**config.mk**
```make
export PLATFORM = sky130hd
export DESIGN_NAME = lpc_io_target
export DESIGN_NICKNAME = d
export VERILOG_FILES = /design/src/rtl/lpc_io_pkg.sv /design/src/rtl/lpc_addr_match.sv /design/src/rtl/lpc_lad_drive.sv /design/src/rtl/lpc_io_target.sv
export SDC_FILE = /design/constraint.sdc
export NUM_CORES = 1
export LEC_CHECK = 0
export BUFFER_PORTS_ARGS = -buffer_cell sky130_fd_sc_hd__buf_2
export CAP_MARGIN = 20
export CORE_UTILIZATION = 30
export CTS_BUF_LIST = sky130_fd_sc_hd__clkbuf_4
export DETAILED_ROUTE_END_ITERATION = 10
export SLEW_MARGIN = 20
export SYNTH_ARGS = -nofsm -noshare
export SYNTH_HDL_FRONTEND = slang
export SYNTH_HIERARCHICAL = 1
export SYNTH_SLANG_ARGS = --single-unit
```
**constraint.sdc**
```tcl
create_clock -name bus_clk -period 2.8 [get_ports bus_clk]
set_clock_uncertainty 0.05 [all_clocks]
set_input_delay 0.7 -clock bus_clk [delete_from_list [all_inputs] [get_ports bus_clk]]
set_output_delay 0.7 -clock bus_clk [all_outputs]
set_load 0.1 [all_outputs]
```
**src/rtl/lpc_io_pkg.sv**
```systemverilog
package lpc_io_pkg;

    localparam int ADDR_W = 16;
    localparam int NIB_W  = 4;
    localparam int DATA_W = 8;
    localparam int ADDR_NIBS = ADDR_W / NIB_W;

    localparam logic [NIB_W-1:0] NIB_START = 4'b0000;
    localparam logic [NIB_W-1:0] CT_IO_RD  = 4'b0000;
    localparam logic [NIB_W-1:0] CT_IO_WR  = 4'b0010;
    localparam logic [NIB_W-1:0] NIB_READY = 4'b0000;
    localparam logic [NIB_W-1:0] NIB_TURN  = 4'b1111;

    typedef enum logic [2:0] {
        ST_IDLE,
        ST_CTYPE,
        ST_ADDR,
        ST_WDATA,
        ST_HTAR,
        ST_SYNC,
        ST_RDATA,
        ST_STAR
    } slot_state_e;

endpackage

```
**src/rtl/lpc_addr_match.sv**
```systemverilog
module lpc_addr_match #(
    parameter int NUM_WIN = 4,
    parameter int SEL_W   = 2
) (
    input  logic [lpc_io_pkg::ADDR_W-1:0]         addr,
    input  logic [NUM_WIN*lpc_io_pkg::ADDR_W-1:0] cfg_addr,
    input  logic [NUM_WIN-1:0]                    cfg_en,
    output logic                                  hit,
    output logic [SEL_W-1:0]                      hit_sel
);
    import lpc_io_pkg::*;

    logic [NUM_WIN-1:0] eq_vec;

    // one comparator per window
    for (genvar gi = 0; gi < NUM_WIN; gi++) begin : g_win
        assign eq_vec[gi] = cfg_en[gi] &&
                            (cfg_addr[gi*ADDR_W +: ADDR_W] == addr);
    end

    // lowest index has priority: scan from the top, last hit wins
    always_comb begin
        hit_sel = '0;
        for (int i = NUM_WIN - 1; i >= 0; i--) begin
            if (eq_vec[i]) begin
                hit_sel = SEL_W'(i);
            end
        end
    end

    assign hit = |eq_vec;

endmodule

```
**src/rtl/lpc_lad_drive.sv**
```systemverilog
module lpc_lad_drive (
    input  lpc_io_pkg::slot_state_e              state,
    input  logic                                 hi_half,
    input  logic [lpc_io_pkg::DATA_W-1:0]        data,
    output logic                                 drive,
    output logic [lpc_io_pkg::NIB_W-1:0]         nib
);
    import lpc_io_pkg::*;

    always_comb begin
        drive = 1'b0;
        nib   = '0;
        unique case (state)
            ST_SYNC: begin
                drive = 1'b1;
                nib   = NIB_READY;
            end
            ST_RDATA: begin
                drive = 1'b1;
                nib   = hi_half ? data[7:4] : data[3:0];
            end
            ST_STAR: begin
                drive = 1'b1;
                nib   = NIB_TURN;
            end
            default: begin
                drive = 1'b0;
                nib   = '0;
            end
        endcase
    end

endmodule

```
**src/rtl/lpc_io_target.sv**
```systemverilog
module lpc_io_target #(
    parameter int NUM_WIN = 4,
    localparam int SEL_W = (NUM_WIN > 1) ? $clog2(NUM_WIN) : 1
) (
    input  logic                    bus_clk,
    input  logic                    rst_n,
    input  logic                    frame_n,
    input  logic [3:0]              nib_in,
    output logic [3:0]              nib_out,
    output logic                    nib_oe,
    input  logic [NUM_WIN*16-1:0]   cfg_addr,
    input  logic [NUM_WIN-1:0]      cfg_en,
    output logic                    busy,
    output logic [15:0]             loc_addr,
    output logic [SEL_W-1:0]        loc_sel,
    input  logic [7:0]              rd_data,
    output logic                    rd_done,
    output logic                    wr_stb,
    output logic [7:0]              wr_data
);
    import lpc_io_pkg::*;

    localparam int CNT_W = $clog2(ADDR_NIBS);
    localparam logic [CNT_W-1:0] ADDR_LAST = CNT_W'(ADDR_NIBS - 1);

    typedef struct packed {
        slot_state_e         state;
        logic                is_wr;
        logic [CNT_W-1:0]    cnt;
        logic [ADDR_W-1:0]   addr;
        logic [DATA_W-1:0]   data;
        logic [SEL_W-1:0]    sel;
    } eng_t;

    eng_t q, d;

    logic [ADDR_W-1:0] addr_shift;
    logic              m_hit;
    logic [SEL_W-1:0]  m_sel;
    logic              drv;
    logic [NIB_W-1:0]  drv_nib;

    assign addr_shift = {q.addr[ADDR_W-NIB_W-1:0], nib_in};

    lpc_addr_match #(
        .NUM_WIN (NUM_WIN),
        .SEL_W   (SEL_W)
    ) u_match (
        .addr     (addr_shift),
        .cfg_addr (cfg_addr),
        .cfg_en   (cfg_en),
        .hit      (m_hit),
        .hit_sel  (m_sel)
    );

    lpc_lad_drive u_drive (
        .state   (q.state),
        .hi_half (q.cnt[0]),
        .data    (q.data),
        .drive   (drv),
        .nib     (drv_nib)
    );

    always_comb begin
        d = q;
        if (!frame_n) begin
            // start or abort: drop any partial capture, R1 / R10
            d.state = (nib_in == NIB_START) ? ST_CTYPE : ST_IDLE;
            d.cnt   = '0;
            d.addr  = '0;
            d.data  = '0;
        end else begin
            unique case (q.state)
                ST_IDLE: begin
                    d.cnt = '0;
                end
                ST_CTYPE: begin
                    d.cnt = '0;
                    if (nib_in == CT_IO_RD) begin
                        d.state = ST_ADDR;
                        d.is_wr = 1'b0;
                    end else if (nib_in == CT_IO_WR) begin
                        d.state = ST_ADDR;
                        d.is_wr = 1'b1;
                    end else begin
                        d.state = ST_IDLE;
                    end
                end
                ST_ADDR: begin
                    d.addr = addr_shift;
                    d.cnt  = q.cnt + 1'b1;
                    if (q.cnt == ADDR_LAST) begin
                        d.cnt = '0;
                        if (m_hit) begin
                            d.sel   = m_sel;
                            d.state = q.is_wr ? ST_WDATA : ST_HTAR;
                        end else begin
                            d.state = ST_IDLE;
                        end
                    end
                end
                ST_WDATA: begin
                    if (q.cnt[0] == 1'b0) begin
                        d.data[3:0] = nib_in;
                        d.cnt       = CNT_W'(1);
                    end else begin
                        d.data[7:4] = nib_in;
                        d.cnt       = '0;
                        d.state     = ST_HTAR;
                    end
                end
                ST_HTAR: begin
                    if (q.cnt[0] == 1'b0) begin
                        d.cnt = CNT_W'(1);
                    end else begin
                        d.cnt   = '0;
                        d.state = ST_SYNC;
                        if (!q.is_wr) begin
                            d.data = rd_data;
                        end
                    end
                end
                ST_SYNC: begin
                    d.cnt   = '0;
                    d.state = q.is_wr ? ST_STAR : ST_RDATA;
                end
                ST_RDATA: begin
                    if (q.cnt[0] == 1'b0) begin
                        d.cnt = CNT_W'(1);
                    end else begin
                        d.cnt   = '0;
                        d.state = ST_STAR;
                    end
                end
                ST_STAR: begin
                    d.cnt   = '0;
                    d.state = ST_IDLE;
                end
                default: begin
                    d.state = ST_IDLE;
                end
            endcase
        end
    end

    always_ff @(posedge bus_clk or negedge rst_n) begin
        if (!rst_n) begin
            q <= '{state: ST_IDLE, is_wr: 1'b0, cnt: '0,
                   addr: '0, data: '0, sel: '0};
        end else begin
            q <= d;
        end
    end

    // outputs
    assign nib_oe   = drv && frame_n;
    assign nib_out  = drv_nib;
    assign busy     = (q.state == ST_WDATA) || (q.state == ST_HTAR) ||
                      (q.state == ST_SYNC)  || (q.state == ST_RDATA) ||
                      (q.state == ST_STAR);
    assign wr_stb   = (q.state == ST_STAR) && q.is_wr  && frame_n;
    assign rd_done  = (q.state == ST_STAR) && !q.is_wr && frame_n;
    assign loc_addr = q.addr;
    assign loc_sel  = q.sel;
    assign wr_data  = q.data;

endmodule

```
Word-level counts from Yosys, hierarchy flattened
Index checks and enable logic that the tools add are counted.
W data, S select, Z words.

storage, ports and cells
  flip-flop bits (word level) = 32
  bits of input ports = 83

operators by class
  eq/ne operators = 22
  reductions and logical operators = 26
  $add $sub $neg = 1
  mux-type cells = 30

operator list
  cell                  count
  $eq A16 B16 Y1        4
  $mux W26              1
  $mux W3               7
  $pmux W3 S7           1
  $ne A3 B3 Y1 const B  6
  $mux W16              1
  $mux W4               4
  $mux W8               2
  $pmux W8 S2           1
  $eq A3 B3 Y1 const B  4
  $mux W2               6
  $reduce_and A4 Y1     3
  $logic_and A1 B1 Y1   9
  $ne A8 B1 Y1 const B  1
  $pmux W4 S2           1
  $reduce_or A4 Y1      2
  $eq A3 B2 Y1 const B  2
  $pmux W2 S3           1
  $reduce_or A3 Y1      2
  $mux W1               5
  $reduce_and A5 Y1     1
  $eq A4 B2 Y1 const B  1
  $logic_not A4 Y1      1
  $logic_or A1 B1 Y1    4
  other kinds (9)       9

Longest topological paths before layout
  depth in word-level cells = 7
  mapped depth = 10

Modules after synthesis
Netlist, hierarchy kept.

by module, submodules not included
  module          area an instance (µm²)  instances  cells each  seq. area each (µm²)
  lpc_io_target   1749.2                  1          166         800.8
  lpc_addr_match  793.3                   1          95          0.0
  lpc_lad_drive   80.1                    1          12          0.0

Worst setup path before layout
Ideal clock, no wire load.

  kind = input -> output
  start point = in frame_n
  end point = out rd_done
  path slack = -1.105 ns
  stages = 2
  required time = 2.050 ns
  data arrival time = 3.155 ns
  path through = clkbuf_1 nor3b_1

between the ends
  cells in the longest elaborated chain, start to end = 1

ends and longest elaborated chain
  element              line                  source
  from (decl)          lpc_io_target.sv:7    input logic frame_n,
  $logic_and A1 B1 Y1  lpc_io_target.sv:162  assign rd_done = (q.state == ST_STAR) && !q.is_wr && frame_n;
  to (decl)            lpc_io_target.sv:17   output logic rd_done,

Every way passes these cells.

Worst setup path after layout
  start point = reg q[31] in the netlist's numbering
  end point = out nib_out[0]

between the ends
  cells in the longest elaborated chain, start to end = 2

ends and longest elaborated chain
  element                 line                  source
  from (decl)             lpc_io_target.sv:35   eng_t q, d;
  from (signal assigned)  lpc_io_target.sv:148  q <= '{state: ST_IDLE, is_wr: 1'b0, cnt: '0,
  $eq A3 B3 Y1            lpc_lad_drive.sv:13   unique case (state)
  $pmux W4 S2 (*)         lpc_lad_drive.sv:13
  to (decl)               lpc_io_target.sv:9    output logic [3:0] nib_out,

Mark *: on every way between the ends. The rest lies on a longest branch, timed or not.

==> metrics.cfg <==
[placed_design]
post-dp-hpwl_um=6130
place_area_mm2=0.00315
dp.cells=463
gp_congestion=0.903
portBuffers=116

[power]
p_leak_nw=1.51
ir_drop_uv=199
powerDensity_mw_per_mm2=377
p_total_w=0.00122

[clocking]
cts_sinks=32
clock_latency_ns=0.35
clkSlewWorstSetupHoldPaths_ns=0.11
tritoncts=built
hold_buffers=0
clockBufferDepth=2
clock-root-buffer=clkbuf_4
cts_resized=0
htreeDepth=2
cts_setup_buffers=0
cts_buffers=5

[yosys]
synth_cell_type_count=49
yosys.area.top_type_share_pct=30.5
syn_area_mm2=0.00262
synth.largest_area_cell=dfrtp_1
syn-num-nets=357
avgSynthCellArea_um2=9.61
synth-seq-area-share_pct=30.5
synth_edf_count=0
yosys_warnings=6
async_reset_ff_share_pct=100
ys.flop_type=dfrtp_1
ys_seq_elements=32
synthTopCellsByArea=dfrtp_1 31%, xnor2_1 16%, buf_4 7.4%
synth_cells=273

[routing]
totalWireLength_um=7790
vias=2358
drc=0
drtIter0Drc=136
wl_per_cell_um=16.5
wl_met2_um=3800
dr.pass1.iters=4
highest_layer=met4
routed_via_density=5.01
wl_met1_um=3460
postRouteAntennaNets=0
dr_wl_met3_um=380

[sta]
final-max-slew-violation-count=0
worstMarginPinSlew_ns=0.725
worst_hold_slack_ns=0.345
period_share_pct=93.8
setup_viol=0
rsz0062_at_grt=false
post-route-min-period_ns=2.63
relSlewSlack_pct=51.7
hold_violations=0
max_freq_mhz=381

[critical_path]
critPathKind=reg -> out
path_cells=nand2_1 -> a21oi_2 -> buf_2
crit_path_max_fanout=17
cp.arrival_ns=1.88
setup.worst_path.start_class=flip-flop
crit_path_top_delay_cell=dfrtp_1
crit_family=flip-flops
crit_path_end_kind=primary output
cp.buffers_inverters=1
crit_required_ns=2.05
max_stage_delay_ns=0.65

[global_route]
grt_use_total_pct=17.9
grt_pass1_wl_um=12200
antenna_found_initial=0
grt_pass1_vias=2364
grt_overflow=0
grt_max_degree=33

[floorplan]
core_mm2=0.00834
std_cell_rows=33
pin_count=117
start_util_pct=31.4
die_y_um=95.5
dieArea_mm2=0.00912
die_width_um=95.5

[layout]
stdcell_count=471
fill_cells=853
final_area_mm2=0.00323
drive_gt1_share_pct=42.3
n_antenna_cell=0
utilization_pct=38.7
syn_to_final_growth_pct=23.1
final_nets=449

[flow_run]
maxCapViolCount=0

[worst_hold_path]
hold_class=in -> async

[run_status]
status=completed

[metrics by stage]
step           setup WS, ns  TNS (ns)
6_report              0.174         0
5_1_grt              0.0578         0
4_1_cts               0.172         0
3_5_place_dp          0.119         0
3_3_place_gp          0.162         0
2_1_floorplan        -0.116    -0.116
[area by class of cell]
type / count / area (um2) / share of cell area [%]
multi-input cells: 201 / 1580 / 48.9
well taps: 105 / 131 / 4.07
inverters: 4 / 15.0 / 0.465
flip-flops and latches: 32 / 801 / 24.8
clock inverters: 3 / 46.3 / 1.43
repair buffers: 121 / 618 / 19.1
clock buffers: 5 / 37.5 / 1.16
[sequential cells by signal, indices dropped and copies added, names as in the netlist]
register and cells:
wr_data 8, q 6, loc_sel 2, loc_addr 16
[power by group]
part           leakage, nW  switching, W  internal (W)
Sequential           0.436     0.0000318      0.000480
Clock               0.0418      0.000181      0.000191
Combinational         1.03      0.000210      0.000125
Total                 1.51      0.000423      0.000795
[cells in the final DEF (no fill, tap or decap), types with 2 or more instances in the layout]
| cell | n |
|---|---|
| o211ai_1 | 2 |
| nor2b_1 | 4 |
| dfrtp_1 | 32 |
| nand4_1 | 11 |
| nor4_1 | 3 |
| and2_0 | 2 |
| a22o_1 | 16 |
| nor2_1 | 3 |
| nor3_1 | 3 |
| buf_2 | 116 |
| nand3_1 | 6 |
| mux2_2 | 11 |
| mux2i_1 | 4 |
| buf_4 | 5 |
| nand2_1 | 24 |
| xnor2_1 | 47 |
| and3_1 | 2 |
| nand2b_1 | 2 |
| a21oi_2 | 4 |
| inv_1 | 4 |
| nor4_2 | 3 |
| a21oi_1 | 3 |
| xor2_1 | 15 |
| xnor2_2 | 2 |
| nor3b_2 | 2 |
| and2_1 | 2 |
| clkbuf_4 | 5 |
| a32oi_1 | 2 |
| a21boi_0 | 8 |
| o2bb2ai_1 | 2 |
[metal layers]
layer	GRT usage, %	vias to the layer above
met2	29.6	66
met3	2.87	15
li1	-	1126
met1	23.7	1151
met5	0	-
met4	5.72	0
[path summary, 6_finish.rpt]
path,startpoint,endpoint,slack (ns),cells past startpoint
worst min-delay path,rst_n,loc_addr[10],0.34,1
max in group asynchronous,rst_n,wr_data[6],1.89,1
worst max-delay path,q[31],nib_out[0],0.17,3
min in group bus_clk,loc_addr[14],loc_addr[14],0.46,1
worst min register to register,loc_addr[14],loc_addr[14],0.46,1
worst max register to register,loc_addr[11],loc_sel[0],0.39,7
[Yosys cell counts, types with 2 or more instances]
library cell and count:
o211ai_1 2, dfrtp_1 32, nor2b_1 4, buf_4 26
nand3_1 6, nor4_1 3, nor3_1 3, a22o_1 16
a32oi_1 2, and3_1 2, xor2_1 15, xnor2_2 2
and2_1 2, mux2_2 11, nor2_1 4, a21oi_1 7
a21boi_0 8, nor4_2 3, buf_2 6, nand2_1 24
and2_0 2, xnor2_1 47, inv_1 4, o2bb2ai_1 2
clkbuf_1 2, mux2i_1 4, nand2b_1 2, nand4_1 11
[cells by family after synthesis]
| family | share of synthesized area (%) |
|---|---|
| flip-flops | 30.5 |
| AO/OA/AOI/OAI | 15.2 |
| XOR/XNOR | 21.9 |
| adder cells (fa/ha/maj) | 0.477 |
| AND/OR/NAND/NOR | 15.6 |
| buffers and inverters | 10.1 |
| multiplexers | 6.25 |
(Power assumes the default switching activity.)
